==> config.mk <==
export PLATFORM = sky130hd
export DESIGN_NAME = sprite_objgen
export DESIGN_NICKNAME = d
export VERILOG_FILES = /design/src/rtl/sprite_objgen_pkg.sv /design/src/rtl/sprite_hcount.sv /design/src/rtl/sprite_regs.sv /design/src/rtl/sprite_pos_ctr.sv /design/src/rtl/sprite_shape.sv /design/src/rtl/sprite_objgen.sv
export SDC_FILE = /design/constraint.sdc
export NUM_CORES = 1
export LEC_CHECK = 0
export CORE_MARGIN = 2
export CORE_UTILIZATION = 55
export CTS_BUF_LIST = sky130_fd_sc_hd__clkbuf_4 sky130_fd_sc_hd__clkbuf_8 sky130_fd_sc_hd__clkbuf_16
export CTS_CLUSTER_DIAMETER = 30
export CTS_CLUSTER_SIZE = 20
export DETAILED_ROUTE_END_ITERATION = 8
export PLACE_DENSITY_LB_ADDON = 0.12
export SKIP_CTS_REPAIR_TIMING = 1
export SLEW_MARGIN = 10
export SYNTH_ARGS = -nofsm -noshare
export SYNTH_HDL_FRONTEND = slang
export SYNTH_SLANG_ARGS = --single-unit
export TNS_END_PERCENT = 5
==> constraint.sdc <==
create_clock -name clk_i -period 2.3 [get_ports clk_i]
set_clock_uncertainty 0.05 [all_clocks]
set_input_delay 0.46 -clock clk_i [delete_from_list [all_inputs] [get_ports clk_i]]
set_output_delay 0.46 -clock clk_i [all_outputs]
set_load 0.05 [all_outputs]
==> src/rtl/sprite_objgen_pkg.sv <==
`timescale 1ns/1ps
package sprite_objgen_pkg;
  localparam int NUM_OBJ = 5;

  typedef enum logic [1:0] {
    KIND_PLAYER,
    KIND_MISSILE,
    KIND_BALL
  } obj_kind_e;

  // object order: player0, player1, missile0, missile1, ball
  function automatic obj_kind_e kind_of(int idx);
    if (idx < 2) return KIND_PLAYER;
    if (idx < 4) return KIND_MISSILE;
    return KIND_BALL;
  endfunction
endpackage

==> src/rtl/sprite_hcount.sv <==
`timescale 1ns/1ps
module sprite_hcount #(
  parameter int LINE_CLKS  = 228,
  parameter int BLANK_CLKS = 68,
  parameter int HCNT_W     = $clog2(LINE_CLKS)
) (
  input  logic              clk_i,
  input  logic              rst_ni,
  input  logic              line_start_i,
  output logic [HCNT_W-1:0] hcnt_o,
  output logic              blank_o
);
  localparam logic [HCNT_W-1:0] LAST_CLK = HCNT_W'(LINE_CLKS - 1);

  logic [HCNT_W-1:0] hcnt_q;

  always_ff @(posedge clk_i or negedge rst_ni) begin
    if (!rst_ni)                hcnt_q <= '0;
    else if (line_start_i)      hcnt_q <= '0;
    else if (hcnt_q == LAST_CLK) hcnt_q <= '0;
    else                        hcnt_q <= hcnt_q + 1'b1;
  end

  assign hcnt_o  = hcnt_q;
  assign blank_o = hcnt_q < HCNT_W'(BLANK_CLKS);
endmodule

==> src/rtl/sprite_regs.sv <==
`timescale 1ns/1ps
module sprite_regs #(
  parameter int NUM_OBJ = 5,
  parameter int PAT_W   = 8,
  parameter int MOT_W   = 4,
  parameter int ADDR_W  = 4
) (
  input  logic              clk_i,
  input  logic              rst_ni,
  input  logic              wr_en_i,
  input  logic [ADDR_W-1:0] wr_addr_i,
  input  logic [PAT_W-1:0]  wr_data_i,
  output logic [PAT_W-1:0]  cfg_o [NUM_OBJ],
  output logic [MOT_W-1:0]  mot_o [NUM_OBJ],
  output logic              strobe_o
);
  localparam logic [ADDR_W-1:0] STROBE_ADDR = ADDR_W'(2 * NUM_OBJ);

  for (genvar i = 0; i < NUM_OBJ; i++) begin : g_obj
    localparam logic [ADDR_W-1:0] CFG_ADDR = ADDR_W'(i);
    localparam logic [ADDR_W-1:0] MOT_ADDR = ADDR_W'(NUM_OBJ + i);
    logic [PAT_W-1:0] cfg_q;
    logic [MOT_W-1:0] mot_q;

    always_ff @(posedge clk_i or negedge rst_ni) begin
      if (!rst_ni) begin
        cfg_q <= '0;
        mot_q <= '0;
      end else if (wr_en_i) begin
        if (wr_addr_i == CFG_ADDR) cfg_q <= wr_data_i;
        if (wr_addr_i == MOT_ADDR) mot_q <= wr_data_i[MOT_W-1:0];
      end
    end

    assign cfg_o[i] = cfg_q;
    assign mot_o[i] = mot_q;
  end

  assign strobe_o = wr_en_i && (wr_addr_i == STROBE_ADDR);
endmodule

==> src/rtl/sprite_pos_ctr.sv <==
`timescale 1ns/1ps
module sprite_pos_ctr #(
  parameter int VIS_PIX = 160,
  parameter int POS_W   = $clog2(VIS_PIX),
  parameter int MOT_W   = 4
) (
  input  logic             clk_i,
  input  logic             rst_ni,
  input  logic             blank_i,
  input  logic             strobe_i,
  input  logic [MOT_W-1:0] motion_i,
  output logic [POS_W-1:0] pos_o
);
  localparam logic [POS_W-1:0] LAST_POS = POS_W'(VIS_PIX - 1);

  logic [POS_W-1:0] pos_q, pos_inc, pos_dec;
  logic [MOT_W:0]   mag_q, mot_ext, mot_abs;
  logic             back_q;

  assign pos_inc = (pos_q == LAST_POS) ? '0 : pos_q + 1'b1;
  assign pos_dec = (pos_q == '0) ? LAST_POS : pos_q - 1'b1;
  assign mot_ext = {motion_i[MOT_W-1], motion_i};
  assign mot_abs = motion_i[MOT_W-1] ? (~mot_ext + 1'b1) : mot_ext;

  // moving right = counter held back one step per blanking clock
  always_ff @(posedge clk_i or negedge rst_ni) begin
    if (!rst_ni) begin
      pos_q  <= '0;
      mag_q  <= '0;
      back_q <= 1'b0;
    end else begin
      if (strobe_i) begin
        mag_q  <= mot_abs;
        back_q <= !motion_i[MOT_W-1];
      end else if (blank_i && (mag_q != '0)) begin
        mag_q <= mag_q - 1'b1;
        pos_q <= back_q ? pos_dec : pos_inc;
      end
      if (!blank_i) pos_q <= pos_inc;
    end
  end

  assign pos_o = pos_q;
endmodule

==> src/rtl/sprite_shape.sv <==
`timescale 1ns/1ps
module sprite_shape import sprite_objgen_pkg::*; #(
  parameter obj_kind_e KIND  = KIND_BALL,
  parameter int        PAT_W = 8,
  parameter int        POS_W = 8
) (
  input  logic [POS_W-1:0] pos_i,
  input  logic [PAT_W-1:0] cfg_i,
  output logic             pix_o
);
  if (KIND == KIND_PLAYER) begin : g_player
    localparam int IDX_W = $clog2(PAT_W);
    logic [IDX_W-1:0] bit_idx;
    assign bit_idx = IDX_W'(PAT_W - 1) - pos_i[IDX_W-1:0];
    assign pix_o   = (pos_i < POS_W'(PAT_W)) && cfg_i[bit_idx];
  end else if (KIND == KIND_MISSILE) begin : g_missile
    logic [POS_W-1:0] width;
    logic             unused_hi;
    always_comb begin
      case (cfg_i[1:0])
        2'd0:    width = POS_W'(1);
        2'd1:    width = POS_W'(2);
        default: width = POS_W'(4);
      endcase
    end
    assign unused_hi = ^cfg_i[PAT_W-1:2];
    assign pix_o     = pos_i < width;
  end else begin : g_ball
    logic [POS_W-1:0] width;
    logic             unused_hi;
    assign width     = POS_W'(1) << cfg_i[1:0];
    assign unused_hi = ^cfg_i[PAT_W-1:2];
    assign pix_o     = pos_i < width;
  end
endmodule

==> src/rtl/sprite_objgen.sv <==
`timescale 1ns/1ps
module sprite_objgen import sprite_objgen_pkg::*; #(
  parameter int LINE_CLKS  = 228,
  parameter int BLANK_CLKS = 68,
  parameter int PAT_W      = 8,
  parameter int MOT_W      = 4,
  parameter int ADDR_W     = 4
) (
  input  logic               clk_i,
  input  logic               rst_ni,
  input  logic               line_start_i,
  input  logic               wr_en_i,
  input  logic [ADDR_W-1:0]  wr_addr_i,
  input  logic [PAT_W-1:0]   wr_data_i,
  output logic [NUM_OBJ-1:0] obj_en_o
);
  localparam int VIS_PIX = LINE_CLKS - BLANK_CLKS;
  localparam int POS_W   = $clog2(VIS_PIX);
  localparam int HCNT_W  = $clog2(LINE_CLKS);

  logic [HCNT_W-1:0]        hcnt;
  logic                     blank;
  logic [PAT_W-1:0]         cfg [NUM_OBJ];
  logic [MOT_W-1:0]         mot [NUM_OBJ];
  logic                     strobe;
  logic [NUM_OBJ*POS_W-1:0] pos_flat;
  logic [NUM_OBJ-1:0]       pix, obj_en_q;

  sprite_hcount #(
    .LINE_CLKS (LINE_CLKS),
    .BLANK_CLKS(BLANK_CLKS),
    .HCNT_W    (HCNT_W)
  ) u_hcount (
    .clk_i       (clk_i),
    .rst_ni      (rst_ni),
    .line_start_i(line_start_i),
    .hcnt_o      (hcnt),
    .blank_o     (blank)
  );

  sprite_regs #(
    .NUM_OBJ(NUM_OBJ),
    .PAT_W  (PAT_W),
    .MOT_W  (MOT_W),
    .ADDR_W (ADDR_W)
  ) u_regs (
    .clk_i    (clk_i),
    .rst_ni   (rst_ni),
    .wr_en_i  (wr_en_i),
    .wr_addr_i(wr_addr_i),
    .wr_data_i(wr_data_i),
    .cfg_o    (cfg),
    .mot_o    (mot),
    .strobe_o (strobe)
  );

  for (genvar i = 0; i < NUM_OBJ; i++) begin : g_obj
    sprite_pos_ctr #(
      .VIS_PIX(VIS_PIX),
      .POS_W  (POS_W),
      .MOT_W  (MOT_W)
    ) u_pos (
      .clk_i   (clk_i),
      .rst_ni  (rst_ni),
      .blank_i (blank),
      .strobe_i(strobe),
      .motion_i(mot[i]),
      .pos_o   (pos_flat[i*POS_W +: POS_W])
    );

    sprite_shape #(
      .KIND (kind_of(i)),
      .PAT_W(PAT_W),
      .POS_W(POS_W)
    ) u_shape (
      .pos_i(pos_flat[i*POS_W +: POS_W]),
      .cfg_i(cfg[i]),
      .pix_o(pix[i])
    );
  end

  always_ff @(posedge clk_i or negedge rst_ni) begin
    if (!rst_ni)    obj_en_q <= '0;
    else if (blank) obj_en_q <= '0;
    else            obj_en_q <= pix;
  end

  assign obj_en_o = obj_en_q;
endmodule

-- Word level (Yosys, flattened, before mapping)
Index checks and enable logic that the tools add are counted.
- $add $sub $neg: 23
- magnitude comparators: 8
- equality and inequality tests: 24
- shifts and indexed selects: 1
- muxes and demuxes: 54
- bitwise gates (word level): 5
- reduce and logical (&&, ||, !) cells: 46
- operators by type and width (operator ; count):
    2-to-1 mux 8 bit ; 32
    2-to-1 mux 5 bit ; 16
    adder 8 x 1 -> 8 bit (second input constant) ; 6
    equality test 8 bit (second input constant) ; 6
    logical NOT 8 bit ; 5
    subtractor 8 x 1 -> 8 bit (second input constant) ; 5
    AND reduction 2 bit ; 15
    adder 5 x 1 -> 5 bit (second input constant) ; 5
    NOT 5 bit ; 5
    nonzero test 5 bit ; 5
    subtractor 5 x 1 -> 5 bit (second input constant) ; 5
    equality test 4 x 3 -> 1 bit (second input constant) ; 4
    less-than comparator 8 x 3 -> 1 bit ; 2
    less-than comparator 8 x 4 -> 1 bit (second input constant) ; 2
    equality test 4 bit (second input constant) ; 3
    case mux 3 bit (2 select lines) ; 2
    nonzero test 2 bit ; 5
    equality test 4 x 2 -> 1 bit (second input constant) ; 2
    logical AND 1 bit ; 8
    less-than comparator 3 x 4 -> 1 bit (second input constant) ; 2
    less-than comparator 8 x 7 -> 1 bit (second input constant) ; 1
    less-than comparator 8 bit ; 1
    != test 2 x 1 -> 1 bit (second input constant) ; 4
    << shifter 1 x 2 -> 8 bit (first input constant) ; 1
    9 further kinds ; 19
- bits in registers: 125
- output and inout bits: 5
- word-level logic and storage cells: 188

-- Logic depth before layout (Yosys ltp)
- word-level depth: 6
- depth in mapped cells: 8

-- By module
Synthesis repeated with hierarchy kept, for this count alone.
- cell total of the unflattened synthesis: 897
- area, all modules: 8658.3 um^2
- by module, submodules not included (module ; times used ; cells an instance ; area an instance (um^2)):
    sprite_pos_ctr (g_obj[0].u_pos ...) ; 4 ; 133 ; 1078.5
    sprite_regs ; 1 ; 145 ; 2331.0
    sprite_pos_ctr (g_obj[3].u_pos) ; 1 ; 132 ; 1078.5
    sprite_hcount ; 1 ; 39 ; 396.6
    sprite_objgen ; 1 ; 10 ; 156.4
    sprite_shape (g_obj[0].u_shape ...) ; 2 ; 5 ; 75.1
    sprite_shape (g_obj[2].u_shape ...) ; 2 ; 9 ; 67.6
    sprite_shape (g_obj[4].u_shape) ; 1 ; 11 ; 96.3

-- Worst setup path after synthesis
No wires, ideal clock.
- path kind: reg-to-reg
- from: reg g_obj[2].u_pos.pos_q[5]
- to: reg g_obj[2].u_pos.pos_q[5]
- setup time: 0.126 ns
- data arrival time: 1.942 ns
- path slack: 0.182 ns
- stages on the path, launching flop included: 6
- buffers on the path: 0
- period minus slack after synthesis: 2.118 ns
- path through: dfrtp_1 > or4_4 > or4b_4 > nand2_2 > a21oi_1 > o32a_1
- word-level cells in the longest chain between the ends: 6
- ends and longest elaborated chain (item ; RTL line ; source):
    start: declaration ; sprite_pos_ctr.sv:16 ; logic [POS_W-1:0] pos_q, pos_inc, pos_dec;
    start signal: assignment ; sprite_pos_ctr.sv:37 ; pos_q <= back_q ? pos_dec : pos_inc;
    start signal: assignment ; sprite_pos_ctr.sv:39 ; if (!blank_i) pos_q <= pos_inc;
    adder 8 x 1 -> 8 bit, or another cell as far along ; sprite_pos_ctr.sv:20 ; assign pos_inc = (pos_q == LAST_POS) ? '0 : pos_q + 1'b1;
    2-to-1 mux 8 bit, on equally long branches ; sprite_pos_ctr.sv:20, sprite_pos_ctr.sv:21 ;
    2-to-1 mux 8 bit ; sprite_pos_ctr.sv:37 ;
    2-to-1 mux 8 bit ; sprite_pos_ctr.sv:35 ; end else if (blank_i && (mag_q != '0)) begin
    2-to-1 mux 8 bit ; sprite_pos_ctr.sv:32 ; if (strobe_i) begin
    2-to-1 mux 8 bit * ; sprite_pos_ctr.sv:39 ;
Mark *: on every way between the ends. The rest lies on a longest branch, timed or not. The select of a mux whose other input is x is not followed.
A chain may end at the register's enable or synchronous reset.

-- Worst setup path in the final report
- from: reg g_obj[4].u_pos.pos_q[0]
- to: reg g_obj[4].u_pos.pos_q[6]
- word-level cells in the longest chain between the ends: 6
- ends and longest elaborated chain (item ; RTL line):
    start: declaration ; sprite_pos_ctr.sv:16
    start signal: assignment ; sprite_pos_ctr.sv:37
    start signal: assignment ; sprite_pos_ctr.sv:39
    adder 8 x 1 -> 8 bit, or another cell as far along ; sprite_pos_ctr.sv:20
    2-to-1 mux 8 bit, on equally long branches ; sprite_pos_ctr.sv:20, sprite_pos_ctr.sv:21
    2-to-1 mux 8 bit ; sprite_pos_ctr.sv:37
    2-to-1 mux 8 bit ; sprite_pos_ctr.sv:35
    2-to-1 mux 8 bit ; sprite_pos_ctr.sv:32
    2-to-1 mux 8 bit * ; sprite_pos_ctr.sv:39
Marks and branches as above.

==> key figures <==
Worst setup path
  – Family with the most delay on the worst path: compound AO/OA/AOI/OAI gates
  – Reg-to-Reg Start: g_obj[4].u_pos.pos_o[0]
  – Crit-path cells: inv_1 -> ha_1 -> or4b_2 -> o311ai_1 -> o21ai_0 -> a21oi_1
  – Element type at the critical path start: flip-flop
  – Worst-path cell with the longest stage delay: or4b_2
  – Critical Path Fanout Max: 4
  – Slowest cell delay on critical path: ~660 ps
  – Arr. time, crit path: ~2500 ps
  – Bufs and invs on worst path: 1
  – CP required: 2590 ps
  – Crit. Startpoint: g_obj[4].u_pos.pos_o[0]
  – CP endpoint kind: flip-flop
  – CP Class: flip-flop to flip-flop

Final layout
  – Final design utilization: 67.1%
  – Area Overhead vs Synth: 18.8%
  – # diodes: 0
  – Fillers: around 1.1k
  – Ratio of cells with drive above 1 in the final layout: around 16%
  – Final #Nets: between 900 and 1k

Clocking
  – Clock Sinks: 125
  – CTS clock-pin slew for the worst setup and hold paths: about 60 ps
  – Root Driver: clkbuf_16
  – CTS Buf Count: 17
  – Longest Clk Path Bufs: 2
  – CTS tree: done
  – Worst-Skew Late Latency: roughly 420 ps
  – H-tree levels: 4

Floorplanning
  – # IOs: 21
  – Die area: roughly 0.015 sq mm
  – Core area: between 0.01 and 0.015 sq mm
  – Die Span Y: roughly 120 um
  – Cell row count: 42
  – DIE WIDTH: approximately 120 um
  – Starting Density: ~56%

STA
  – Worst slew pin tran: roughly 1100 ps
  – Max Slew Vio Count: 0
  – Slew HR: roughly 28%
  – Final setup violation count: 0
  – Hold WS: -13.0 ps
  – Tmin final: roughly 2200 ps
  – Top achievable clock speed: 459 MHz
  – Fin crit share: roughly 95%
  – Final Hold Vio Count: 10
  – Final WS setup: ~120 ps
  – RSZ-0062 raised after global routing: no

GRT
  – Initial antenna violation count: 0
  – Gr ovfl total: 0
  – GRT Util Overall: around a quarter
  – Pin count of the biggest net entering global routing: 60
  – Vias in the first global route: about 6k
  – First-pass GRT wire length: just under 30 mm

Run status
  – Failing checks: hold timing
  – Status: complete, but fails checks

Place
  – Placement Setup Slack: -47.7 ps
  – Hpwl dp: approximately 12 mm
  – Port Buffer Count: 20
  – GP Congestion: 0.863

Synth
  – Asr flop ratio synth: 100%
  – Synth top area share: approximately two fifths
  – Synth Register Bits: about 130
  – Yosys Warn Count: 0
  – Most common cell in the netlist: dfrtp_1
  – Synth area leaders: dfrtp_1, ha_1, mux2_2
  – Synth cell types: 65
  – Synth Instances: 807
  – Seq/Total Area, Yosys: between 40% and 50%
  – Syn nets: between 800 and 900
  – Post-synth EDFFs: 0
  – Post-synth top cells: dfrtp_1, nand2_1, o21ai_0, nor2_1, inv_1
  – Mapped cell area: approximately 0.0075 sq mm
  – Avg Cell Area, Syn: around 9.3 sq um
  – Post-synth top area cell: dfrtp_1
  – Ys flop type: dfrtp_1

Pwr
  – Peak supply drop: ~0.00085 V
  – Total power draw: 10.8 mW
  – Pleak: 3.89 nW
  – Pwr dens: between 1000 and 1500 mW/mm^2

Detailed routing
  – WL final: between 15 and 20 mm
  – DR iter-0 viols: 612
  – Vias: around 6.3k
  – Routed len/inst: ~16 um
  – Vias per std cell: just under 6
  – Drt first pass iters: 5
  – Post-route DRC: 0
  – DRT antenna net count: 0

Min path
  – Hold Path Class: input port to asynchronous set/reset pin

Run
  – Max-cap violations: 0
area by class of cell:
class | instances | area, sq um | area share, %
Multi-Input combinational cell | 606 | 4050 | 45.6
Sequential cell | 125 | 3130 | 35.2
Timing Repair Buffer | 77 | 688 | 7.75
Clock buffer | 20 | 454 | 5.11
Tap cell | 176 | 220 | 2.48
Clock inverter | 12 | 186 | 2.10
Inverter | 41 | 154 | 1.73
placed cells by master, fill, tap and decap left out, drive strengths merged, types with 6 or more instances in the layout:
master / instances
dfrtp: 125
nand2: 92
o21ai: 69
buf: 58
nor2: 55
inv: 43
a21oi: 38
nor3: 33
mux2: 33
ha: 30
xnor2: 21
clkbuf: 20
nand3: 19
clkdlybuf4s50: 19
xor2: 18
nand2b: 17
mux2i: 17
and3: 13
nand4: 11
nor4b: 11
a31oi: 10
o21a: 9
o31ai: 8
nor2b: 7
or3: 7
and4: 7
and2: 6
power by group:
group / switching (mW) / leakage (nW) / internal [mW]
Sequential: 0.849 / 1.54 / 2.93
Clock: 1.04 / 0.304 / 1.88
Combinational: 2.12 / 2.05 / 2.01
Total: 4.01 / 3.89 / 6.82
sequential cells by signal, summed over array words and instances (netlist names):
name and flops:
g_obj.u_pos.back_q 5, g_obj.u_pos.mag_q 25, u_regs.g_obj.cfg_q 22, u_hcount.hcnt_o 8
obj_en_o 5, u_regs.g_obj.mot_q 20, g_obj.u_pos.pos_o 40
logic make-up (layout without fill, tap and decap cells):
| logic type | count (synthesis) | count (layout) | synth area share (%) |
|---|---|---|---|
| buf+inv | 76 | 150 | 4.03 |
| xor+xnor | 39 | 39 | 4.57 |
| simple gates | 303 | 303 | 21.0 |
| mux | 54 | 54 | 8.45 |
| compound gates | 180 | 180 | 15.1 |
| flops | 125 | 125 | 41.8 |
| fa+ha+maj | 30 | 30 | 5.02 |
stage by stage:
stage	hold slack, ps	setup TNS (ps)	instances	instance area (sq um)
floorplan	114	0	807	7470
global placement	407	-23.9	1025	8240
detailed placement	415	-162	1025	8240
CTS	5.92	0	1057	8880
global route	14.8	0	1057	8880
finish	-13.0	0	1057	8880
path summary, 6_finish.rpt:
path,end,slack (ps),cells after the start
worst max-delay path,g_obj[4].u_pos.pos_o[6],120,6
worst min-delay path,u_hcount.hcnt_o[3],-10,1
worst max register to register,g_obj[4].u_pos.pos_o[6],120,6
worst min register to register,g_obj[4].u_pos.back_q,430,2
max in group asynchronous,u_regs.g_obj[0].cfg_q[7],1500,2
min in group clk_i,g_obj[4].u_pos.back_q,430,2
worst register-to-register path: cells and delay by family (launching register included):
family	cells	cell delay, ps
adders and majority gates	1	200
and+or+nand+nor	1	660
buffers and inverters	1	120
DFF	1	390
AOI/OAI and AO/OA	3	690
metal layers:
metal / wire length [um] / track usage (%) / vias to the layer above
met4: 259 / 7.78 / 0
met1: 8230 / 35.4 / 3023
met5: 0 / 0 / -
li1: - / - / 3028
met3: 789 / 5.57 / 21
met2: 8110 / 40.0 / 181
No activity file was read; power rests on OpenSTA's default activity.
